$ cat config.mk
export PLATFORM = sky130hd
export DESIGN_NAME = nor_unlock_seq
export DESIGN_NICKNAME = d
export VERILOG_FILES = /design/src/rtl/nor_seq_pkg.sv /design/src/rtl/nor_step_table.sv /design/src/rtl/nor_poll_judge.sv /design/src/rtl/nor_wait_timer.sv /design/src/rtl/nor_unlock_seq.sv
export SDC_FILE = /design/constraint.sdc
export NUM_CORES = 1
export LEC_CHECK = 0
export ABC_AREA = 1
export BUFFER_PORTS_ARGS = -buffer_cell sky130_fd_sc_hd__buf_4
export CAP_MARGIN = 20
export CELL_PAD_IN_SITES_DETAIL_PLACEMENT = 0
export CELL_PAD_IN_SITES_GLOBAL_PLACEMENT = 2
export CORE_MARGIN = 4
export CORE_UTILIZATION = 31
export CTS_CLUSTER_SIZE = 28
export DETAILED_ROUTE_END_ITERATION = 8
export HOLD_SLACK_MARGIN = 0.02
export PLACE_DENSITY_LB_ADDON = 0.15
export SKIP_CTS_REPAIR_TIMING = 1
export SYNTH_ARGS = -nofsm -noshare
export SYNTH_HDL_FRONTEND = slang
export SYNTH_SLANG_ARGS = --single-unit
$ cat constraint.sdc
create_clock -name clk -period 3 [get_ports clk]
set_input_delay 0.3 -clock clk [delete_from_list [all_inputs] [get_ports clk]]
set_output_delay 0.3 -clock clk [all_outputs]
set_load 0.05 [all_outputs]
$ cat src/rtl/nor_seq_pkg.sv
// Shared types and command constants for the unlock-cycle flash sequencer.
// Assumes byte-wide devices; commands are byte values copied into each lane.
package nor_seq_pkg;

    typedef enum logic [1:0] {
        OP_PROG   = 2'd0,
        OP_ERASE  = 2'd1,
        OP_READID = 2'd2,
        OP_NONE   = 2'd3
    } op_e;

    typedef enum logic [1:0] {
        TGT_UNLK_HI = 2'd0,   // base + 0x555
        TGT_UNLK_LO = 2'd1,   // base + 0x2AA
        TGT_REQ     = 2'd2    // requested destination or sector
    } tgt_e;

    typedef enum logic [3:0] {
        S_IDLE,
        S_PRE_RD,
        S_PRE_EV,
        S_CMD,
        S_SETTLE,
        S_POLL_RD,
        S_POLL_EV,
        S_ID_RD,
        S_ID_EV,
        S_RESET,
        S_DONE
    } state_e;

    localparam logic [1:0] CODE_OK         = 2'd0;
    localparam logic [1:0] CODE_TIMEOUT    = 2'd1;
    localparam logic [1:0] CODE_NOT_ERASED = 2'd2;

    localparam logic [7:0] CMD_KEY1    = 8'hAA;
    localparam logic [7:0] CMD_KEY2    = 8'h55;
    localparam logic [7:0] CMD_PROGRAM = 8'hA0;
    localparam logic [7:0] CMD_ERASE   = 8'h80;
    localparam logic [7:0] CMD_SECTOR  = 8'h30;
    localparam logic [7:0] CMD_IDENT   = 8'h90;
    localparam logic [7:0] CMD_READ    = 8'hF0;

endpackage

$ cat src/rtl/nor_step_table.sv
// Command step table: for an operation and a step index, gives the target
// address kind, the command byte, whether the request data is written
// instead, and whether this is the last write of the sequence.
// Assumes the step index never passes the last step of the operation.
module nor_step_table
    import nor_seq_pkg::*;
(
    input  op_e        op_i,
    input  logic [2:0] step_i,
    output tgt_e       tgt_o,
    output logic [7:0] byte_o,
    output logic       use_data_o,
    output logic       last_o
);

    // Decode one step of the selected operation.
    always_comb begin
        tgt_o      = TGT_UNLK_HI;
        byte_o     = CMD_KEY1;
        use_data_o = 1'b0;
        last_o     = 1'b0;
        unique case (step_i)
            3'd0: begin tgt_o = TGT_UNLK_HI; byte_o = CMD_KEY1; end
            3'd1: begin tgt_o = TGT_UNLK_LO; byte_o = CMD_KEY2; end
            3'd2: begin
                tgt_o = TGT_UNLK_HI;
                case (op_i)
                    OP_PROG:  byte_o = CMD_PROGRAM;
                    OP_ERASE: byte_o = CMD_ERASE;
                    default:  begin byte_o = CMD_IDENT; last_o = 1'b1; end
                endcase
            end
            3'd3: begin
                if (op_i == OP_PROG) begin
                    tgt_o      = TGT_REQ;
                    use_data_o = 1'b1;
                    last_o     = 1'b1;
                end else begin
                    tgt_o  = TGT_UNLK_HI;
                    byte_o = CMD_KEY1;
                end
            end
            3'd4: begin tgt_o = TGT_UNLK_LO; byte_o = CMD_KEY2; end
            3'd5: begin tgt_o = TGT_REQ; byte_o = CMD_SECTOR; last_o = 1'b1; end
            default: begin last_o = 1'b1; end
        endcase
    end

endmodule

$ cat src/rtl/nor_poll_judge.sv
// Completion test on a polled word. Program mode: bit 7 of every lane must
// equal bit 7 of the same lane of the reference word. Erase mode: bit 7 of
// every lane must be 1.
module nor_poll_judge #(
    parameter int LANES = 2,
    localparam int DW   = 8 * LANES
) (
    input  logic          erase_mode_i,
    input  logic [DW-1:0] rdata_i,
    input  logic [DW-1:0] ref_i,
    output logic          hit_o
);

    logic [LANES-1:0] lane_ok;

    for (genvar l = 0; l < LANES; l++) begin : g_lane
        // Per-lane bit-7 comparison.
        assign lane_ok[l] = erase_mode_i ? rdata_i[8*l+7]
                                         : (rdata_i[8*l+7] == ref_i[8*l+7]);
    end

    assign hit_o = &lane_ok;

endmodule

$ cat src/rtl/nor_wait_timer.sv
// Down-counter shared by the settle wait and the polling timeouts.
// Load has priority over decrement; callers only decrement a nonzero count.
module nor_wait_timer #(
    parameter int TW = 8
) (
    input  logic          clk,
    input  logic          rst_n,
    input  logic          load_i,
    input  logic [TW-1:0] load_val_i,
    input  logic          dec_i,
    output logic          zero_o
);

    logic [TW-1:0] cnt_q;

    // Count register: load, else decrement.
    always_ff @(posedge clk) begin
        if (!rst_n)      cnt_q <= '0;
        else if (load_i) cnt_q <= load_val_i;
        else if (dec_i)  cnt_q <= cnt_q - 1'b1;
    end

    assign zero_o = (cnt_q == '0);

    // a timeout window may not wrap below zero
    no_underflow_chk: assert property (@(posedge clk) disable iff (!rst_n)
        (dec_i && !load_i) |-> (cnt_q != '0));

endmodule

$ cat src/rtl/nor_unlock_seq.sv
// Unlock-cycle NOR flash sequencer. Takes program, sector-erase and
// identifier requests, issues the unlock preamble and command writes,
// polls bit 7 for completion, and reports a result code.
// Assumes a bus where a read strobe is answered one cycle later, and one
// request in flight at a time.
module nor_unlock_seq
    import nor_seq_pkg::*;
#(
    parameter int          ADDR_W      = 24,
    parameter int          LANES       = 2,
    parameter int unsigned BANK_BASE   = 0,
    parameter int unsigned PROG_TOUT   = 4096,
    parameter int unsigned ERASE_TOUT  = 250_000_000,
    parameter int unsigned ERASE_SETTLE = 250_000,
    localparam int         DW          = 8 * LANES
) (
    input  logic              clk,
    input  logic              rst_n,
    input  logic              req_valid_i,
    input  logic [1:0]        req_op_i,
    input  logic [ADDR_W-1:0] req_addr_i,
    input  logic [DW-1:0]     req_data_i,
    output logic              req_ready_o,
    output logic              done_o,
    output logic [1:0]        done_code_o,
    output logic [7:0]        id_manuf_o,
    output logic [DW-1:0]     id_device_o,
    output logic [ADDR_W-1:0] fl_addr_o,
    output logic [DW-1:0]     fl_wdata_o,
    output logic              fl_we_o,
    output logic              fl_re_o,
    input  logic [DW-1:0]     fl_rdata_i
);

    localparam int unsigned MAX_A = (PROG_TOUT > ERASE_TOUT) ? PROG_TOUT : ERASE_TOUT;
    localparam int unsigned MAX_W = (MAX_A > ERASE_SETTLE) ? MAX_A : ERASE_SETTLE;
    localparam int TW = $clog2(MAX_W + 1);

    localparam logic [ADDR_W-1:0] BASE_A = ADDR_W'(BANK_BASE);
    localparam logic [ADDR_W-1:0] HI_A   = ADDR_W'(BANK_BASE + 32'h555);
    localparam logic [ADDR_W-1:0] LO_A   = ADDR_W'(BANK_BASE + 32'h2AA);

    state_e            st_q;
    op_e               op_q;
    logic [ADDR_W-1:0] addr_q;
    logic [DW-1:0]     data_q;
    logic [2:0]        step_q;
    logic              id_idx_q;
    logic [1:0]        code_q;
    logic [7:0]        manuf_q;
    logic [DW-1:0]     device_q;

    tgt_e       tbl_tgt;
    logic [7:0] tbl_byte;
    logic       tbl_use_data;
    logic       tbl_last;

    logic          poll_hit;
    logic          tmr_zero;
    logic          tmr_load;
    logic          tmr_dec;
    logic [TW-1:0] tmr_val;
    logic          not_erased;

    nor_step_table u_steps (
        .op_i       (op_q),
        .step_i     (step_q),
        .tgt_o      (tbl_tgt),
        .byte_o     (tbl_byte),
        .use_data_o (tbl_use_data),
        .last_o     (tbl_last)
    );

    nor_poll_judge #(.LANES(LANES)) u_judge (
        .erase_mode_i (op_q == OP_ERASE),
        .rdata_i      (fl_rdata_i),
        .ref_i        (data_q),
        .hit_o        (poll_hit)
    );

    nor_wait_timer #(.TW(TW)) u_timer (
        .clk        (clk),
        .rst_n      (rst_n),
        .load_i     (tmr_load),
        .load_val_i (tmr_val),
        .dec_i      (tmr_dec),
        .zero_o     (tmr_zero)
    );

    // A program would need a 0 bit raised to 1.
    assign not_erased = ((fl_rdata_i & data_q) != data_q);

    // Timer control: which window to open and when to count down.
    always_comb begin
        tmr_load = 1'b0;
        tmr_val  = '0;
        tmr_dec  = 1'b0;
        unique case (st_q)
            S_CMD: if (tbl_last && op_q != OP_READID) begin
                tmr_load = 1'b1;
                tmr_val  = (op_q == OP_PROG) ? TW'(PROG_TOUT) : TW'(ERASE_SETTLE);
            end
            S_SETTLE: begin
                if (tmr_zero) begin
                    tmr_load = 1'b1;
                    tmr_val  = TW'(ERASE_TOUT);
                end else begin
                    tmr_dec = 1'b1;
                end
            end
            S_POLL_RD: tmr_dec = !tmr_zero;
            S_POLL_EV: tmr_dec = !poll_hit && !tmr_zero;
            default: ;
        endcase
    end

    // Main sequencing state machine and request capture.
    always_ff @(posedge clk) begin
        if (!rst_n) begin
            st_q     <= S_IDLE;
            op_q     <= OP_PROG;
            addr_q   <= '0;
            data_q   <= '0;
            step_q   <= '0;
            id_idx_q <= 1'b0;
            code_q   <= CODE_OK;
            manuf_q  <= '0;
            device_q <= '0;
        end else begin
            unique case (st_q)
                S_IDLE: begin
                    if (req_valid_i && op_e'(req_op_i) != OP_NONE) begin
                        op_q   <= op_e'(req_op_i);
                        addr_q <= req_addr_i;
                        data_q <= req_data_i;
                        step_q <= '0;
                        st_q   <= (op_e'(req_op_i) == OP_PROG) ? S_PRE_RD : S_CMD;
                    end
                end
                S_PRE_RD: st_q <= S_PRE_EV;
                S_PRE_EV: begin
                    if (not_erased) begin
                        code_q <= CODE_NOT_ERASED;
                        st_q   <= S_DONE;
                    end else begin
                        st_q <= S_CMD;
                    end
                end
                S_CMD: begin
                    if (tbl_last) begin
                        id_idx_q <= 1'b0;
                        unique case (op_q)
                            OP_PROG:  st_q <= S_POLL_RD;
                            OP_ERASE: st_q <= S_SETTLE;
                            default:  st_q <= S_ID_RD;
                        endcase
                    end else begin
                        step_q <= step_q + 3'd1;
                    end
                end
                S_SETTLE: if (tmr_zero) st_q <= S_POLL_RD;
                S_POLL_RD: st_q <= S_POLL_EV;
                S_POLL_EV: begin
                    if (poll_hit) begin
                        code_q <= CODE_OK;
                        st_q   <= S_DONE;
                    end else if (tmr_zero) begin
                        code_q <= CODE_TIMEOUT;
                        st_q   <= S_RESET;
                    end else begin
                        st_q <= S_POLL_RD;
                    end
                end
                S_ID_RD: st_q <= S_ID_EV;
                S_ID_EV: begin
                    if (!id_idx_q) begin
                        manuf_q  <= fl_rdata_i[7:0];
                        id_idx_q <= 1'b1;
                        st_q     <= S_ID_RD;
                    end else begin
                        device_q <= fl_rdata_i;
                        code_q   <= CODE_OK;
                        st_q     <= S_RESET;
                    end
                end
                S_RESET: st_q <= S_DONE;
                S_DONE:  st_q <= S_IDLE;
                default: st_q <= S_IDLE;
            endcase
        end
    end

    // Bus drive: address, data and strobes from the current state.
    always_comb begin
        fl_we_o    = 1'b0;
        fl_re_o    = 1'b0;
        fl_addr_o  = BASE_A;
        fl_wdata_o = '0;
        unique case (st_q)
            S_PRE_RD, S_POLL_RD: begin
                fl_re_o   = 1'b1;
                fl_addr_o = addr_q;
            end
            S_CMD: begin
                fl_we_o = 1'b1;
                unique case (tbl_tgt)
                    TGT_UNLK_HI: fl_addr_o = HI_A;
                    TGT_UNLK_LO: fl_addr_o = LO_A;
                    default:     fl_addr_o = addr_q;
                endcase
                fl_wdata_o = tbl_use_data ? data_q : {LANES{tbl_byte}};
            end
            S_ID_RD: begin
                fl_re_o   = 1'b1;
                fl_addr_o = BASE_A + ADDR_W'(id_idx_q);
            end
            S_RESET: begin
                fl_we_o    = 1'b1;
                fl_addr_o  = (op_q == OP_READID) ? BASE_A : addr_q;
                fl_wdata_o = {LANES{CMD_READ}};
            end
            default: ;
        endcase
    end

    assign req_ready_o = (st_q == S_IDLE);
    assign done_o      = (st_q == S_DONE);
    assign done_code_o = code_q;
    assign id_manuf_o  = manuf_q;
    assign id_device_o = device_q;

    // an idle block leaves the bus quiet
    idle_quiet_chk: assert property (@(posedge clk) disable iff (!rst_n)
        req_ready_o |-> (!fl_we_o && !fl_re_o));


    lane_copy_chk: assert property (@(posedge clk) disable iff (!rst_n)
        (fl_we_o && !(st_q == S_CMD && tbl_use_data))
            |-> (fl_wdata_o == {LANES{fl_wdata_o[7:0]}}));


    reject_chk: assert property (@(posedge clk) disable iff (!rst_n)
        (st_q == S_PRE_EV && not_erased)
            |=> (done_o && done_code_o == CODE_NOT_ERASED && !fl_we_o));

    // a timeout is always preceded by the read/reset command
    timeout_reset_chk: assert property (@(posedge clk) disable iff (!rst_n)
        (done_o && done_code_o == CODE_TIMEOUT)
            |-> ($past(fl_we_o) && $past(fl_wdata_o[7:0]) == CMD_READ));


    done_pulse_chk: assert property (@(posedge clk) disable iff (!rst_n)
        done_o |=> (!done_o && req_ready_o));

endmodule

==> metrics.yaml <==
r2r_slack_ps: 680
hold_viol: 0
place.gp.congestion: 0.804
endpoint_kind: "primary output"
r2r-end: "u_timer.cnt_q[2]"
outcome: "complete, no violations"
grt_max_degree: 50
reg2reg_depth: 11
finalNetCount: 1061
crit_chain: "ha_1 > ha_1 > nand2_1 > o21ai_0 > nand2_1 > nor2_1 > nor2_1 > inv_2 > nand2_1 > o211ai_1 > buf_4"
finalSetupViolCount: 0
endpoint: "fl_addr_o[0]"
clockRootBuffer: "clkbuf_16"
report.final.slew_viol_count: 0
slew_headroom_pct: 62.2
viasPerCell: 4.58
cts_tree: "done"
dpl.hpwl_um: 13900
path_delay_family: "simple AND/OR/NAND/NOR gates"
r2r-start: "step_q[0]"
crit_buf_inv: 2
drt_first_iter_violations: 214
async_reset_ff_share_pct: 0
drive_above_1_share_pct: 18.3
gr-total-overflow: 0
synthCells: 874
cts_buffers: 9
hp-class: "in2reg"
core_mm2: 0.0175
drt-total-wl_um: 18200
post-route-period-util_pct: 89.4
worst_path_max_delay_cell: "dfxtp_1"
ios: 131
synth_nets: 944
layout_commonest_cell: "nor2_1"
cts_num_sinks: 104
cp-startpoint: "step_q[0]"
worst-setup-path-type: "reg2out"
cp.depth: 11
tns_ps: 0
synth_compound_area_share_pct: 17.2
die_x_um: 142
htree_levels: 3
synthMuxAreaShare_pct: 0
ys_ff_latch: 104
final_cell_mix: "203 x nor2_1, 177 x nand2_1, 138 x buf_4, 104 x dfxtp_1, 102 x o21ai_0"
rsz0062_at_grt: "no"
fin_skew_ps: 8.47
cp-start-kind: "flip-flop"
ys_warn_count: 0
critPathMaxStageDelay_ps: 350
drc: 0
maxCapViolCount: 0
path_max_fanout: 11
synth_cell_types: 37
ys_seq_area_share_pct: 37.2
antenna_found_initial: 0
area_growth_pct: 26.5
finalCriticalPeriod_ps: 2680
synth_edf_count: 0
dr.pass1.iters: 4
synthesis.area_mm2: 0.00559
cp.required_ps: 2700
routed-via-count: 5593
ys.flop_type: "dfxtp_1"
max_freq_mhz: 373
insertion_delay_ps: 360
clk_transition_reported_paths_ps: 80
synth_xor_area_share_pct: 1.41
arrival_ps: 2380
yosys.area_share.simple_pct: 32.9
tightestPinTransition_ps: 564
synthAdderAreaFrac_pct: 2.01
antenna-diode-count: 0
initial_utilization_pct: 32.0
die_y_um: 142
grt_pass1_vias: 5711
cpMostUsedCell: "nand2_1"
synth_top_family_by_area: "simple AND/OR/NAND/NOR gates"
grt_usage_pct: 18.3
cts_buffer_depth: 2
detail-route-antenna-nets: 0
rows: 48
avgSynthCellArea_um2: 6.40
port_buffers: 130
dieArea_mm2: 0.0203
wl_per_cell_um: 14.9
grt_pass1_wl_um: 29500
[how the worst min path moves through the flow]
stage | from | to | slack (ps) | depth (start not counted)
global route | req_data_i[11] | data_q[11] | 190 | 3
floorplan | addr_q[15] | addr_q[15] | 430 | 2
global placement | addr_q[22] | addr_q[22] | 440 | 2
finish | req_data_i[2] | data_q[2] | 190 | 3
detailed placement | addr_q[13] | addr_q[13] | 440 | 2
CTS | req_data_i[2] | data_q[2] | 180 | 3
[Yosys cell counts (2+ instances only)]
cell type  instances  area share, %
a21oi_1           64            5.7
buf_2              7           0.63
buf_6              2           0.40
clkbuf_1          21            1.4
dfxtp_1          104             37
ha_1               9            2.0
inv_1             93            6.2
inv_2              3           0.20
nand2_1          177             12
nand2_2            6           0.67
nand3_1           21            1.9
nand3b_1           5           0.67
nand4_1           10            1.1
nor2_1           204             14
nor2_2             5           0.56
nor2_4             4           0.81
o21a_1             2           0.27
o21ai_0          102            9.1
o21ai_1           10           0.90
xnor2_1            4           0.63
xor2_1             5           0.78
[cell type report]
type / count / area (um2)
Clock inverter: 7 / 88.8
Sequential cell: 104 / 2080
Inverter: 96 / 360
Fill cell: 1968 / 10400
Tap cell: 225 / 282
Multi-Input combinational cell: 642 / 3000
Clock buffer: 9 / 225
Timing Repair Buffer: 138 / 1040
[per-stage QoR]
step | setup WS (ps) | area (um2) | hold slack (ps) | cells | utilization (%)
2_1_floorplan | 422 | 5590 | 430 | 874 | -
3_3_place_gp | 531 | 6760 | 443 | 1205 | 38.7
3_5_place_dp | 593 | 6760 | 444 | 1205 | 38.7
4_1_cts | 179 | 7070 | 179 | 1221 | 40.5
5_1_grt | 57.6 | 7070 | 187 | 1221 | 40.5
6_report | 319 | 7070 | 191 | 1221 | 40.5
[sequential cells by signal, indices dropped and copies added, names as in the netlist, 3 cells and up]
name	cells
id_device_o	16
id_manuf_o	8
st_q	4
data_q	16
u_timer.cnt_q	28
step_q	3
addr_q	24
[metal layers]
metal / global-route usage [%] / vias to the layer above / share of wire, %
met5: 0 / - / 0
met4: 2.55 / 0 / 0.43
met3: 7.02 / 4 / 7.5
met2: 30.3 / 109 / 46
met1: 23.3 / 2474 / 46
li1: - / 3006 / -
[logic make-up (layout without fill, tap and decap cells)]
group / after synthesis / in the layout
simple gates: 439 / 439
fa+ha+maj: 9 / 9
flops: 104 / 104
buf+inv: 128 / 250
xor+xnor: 9 / 9
compound gates: 185 / 185
[worst min-delay path, stage by stage]
cell,delay (ps)
buf_4,70
o21ai_0,70
nor2_1,80
Power is left out: the tool's default activity adds up to more than one toggle a clock period on the data nets, which glitch-free logic cannot reach.
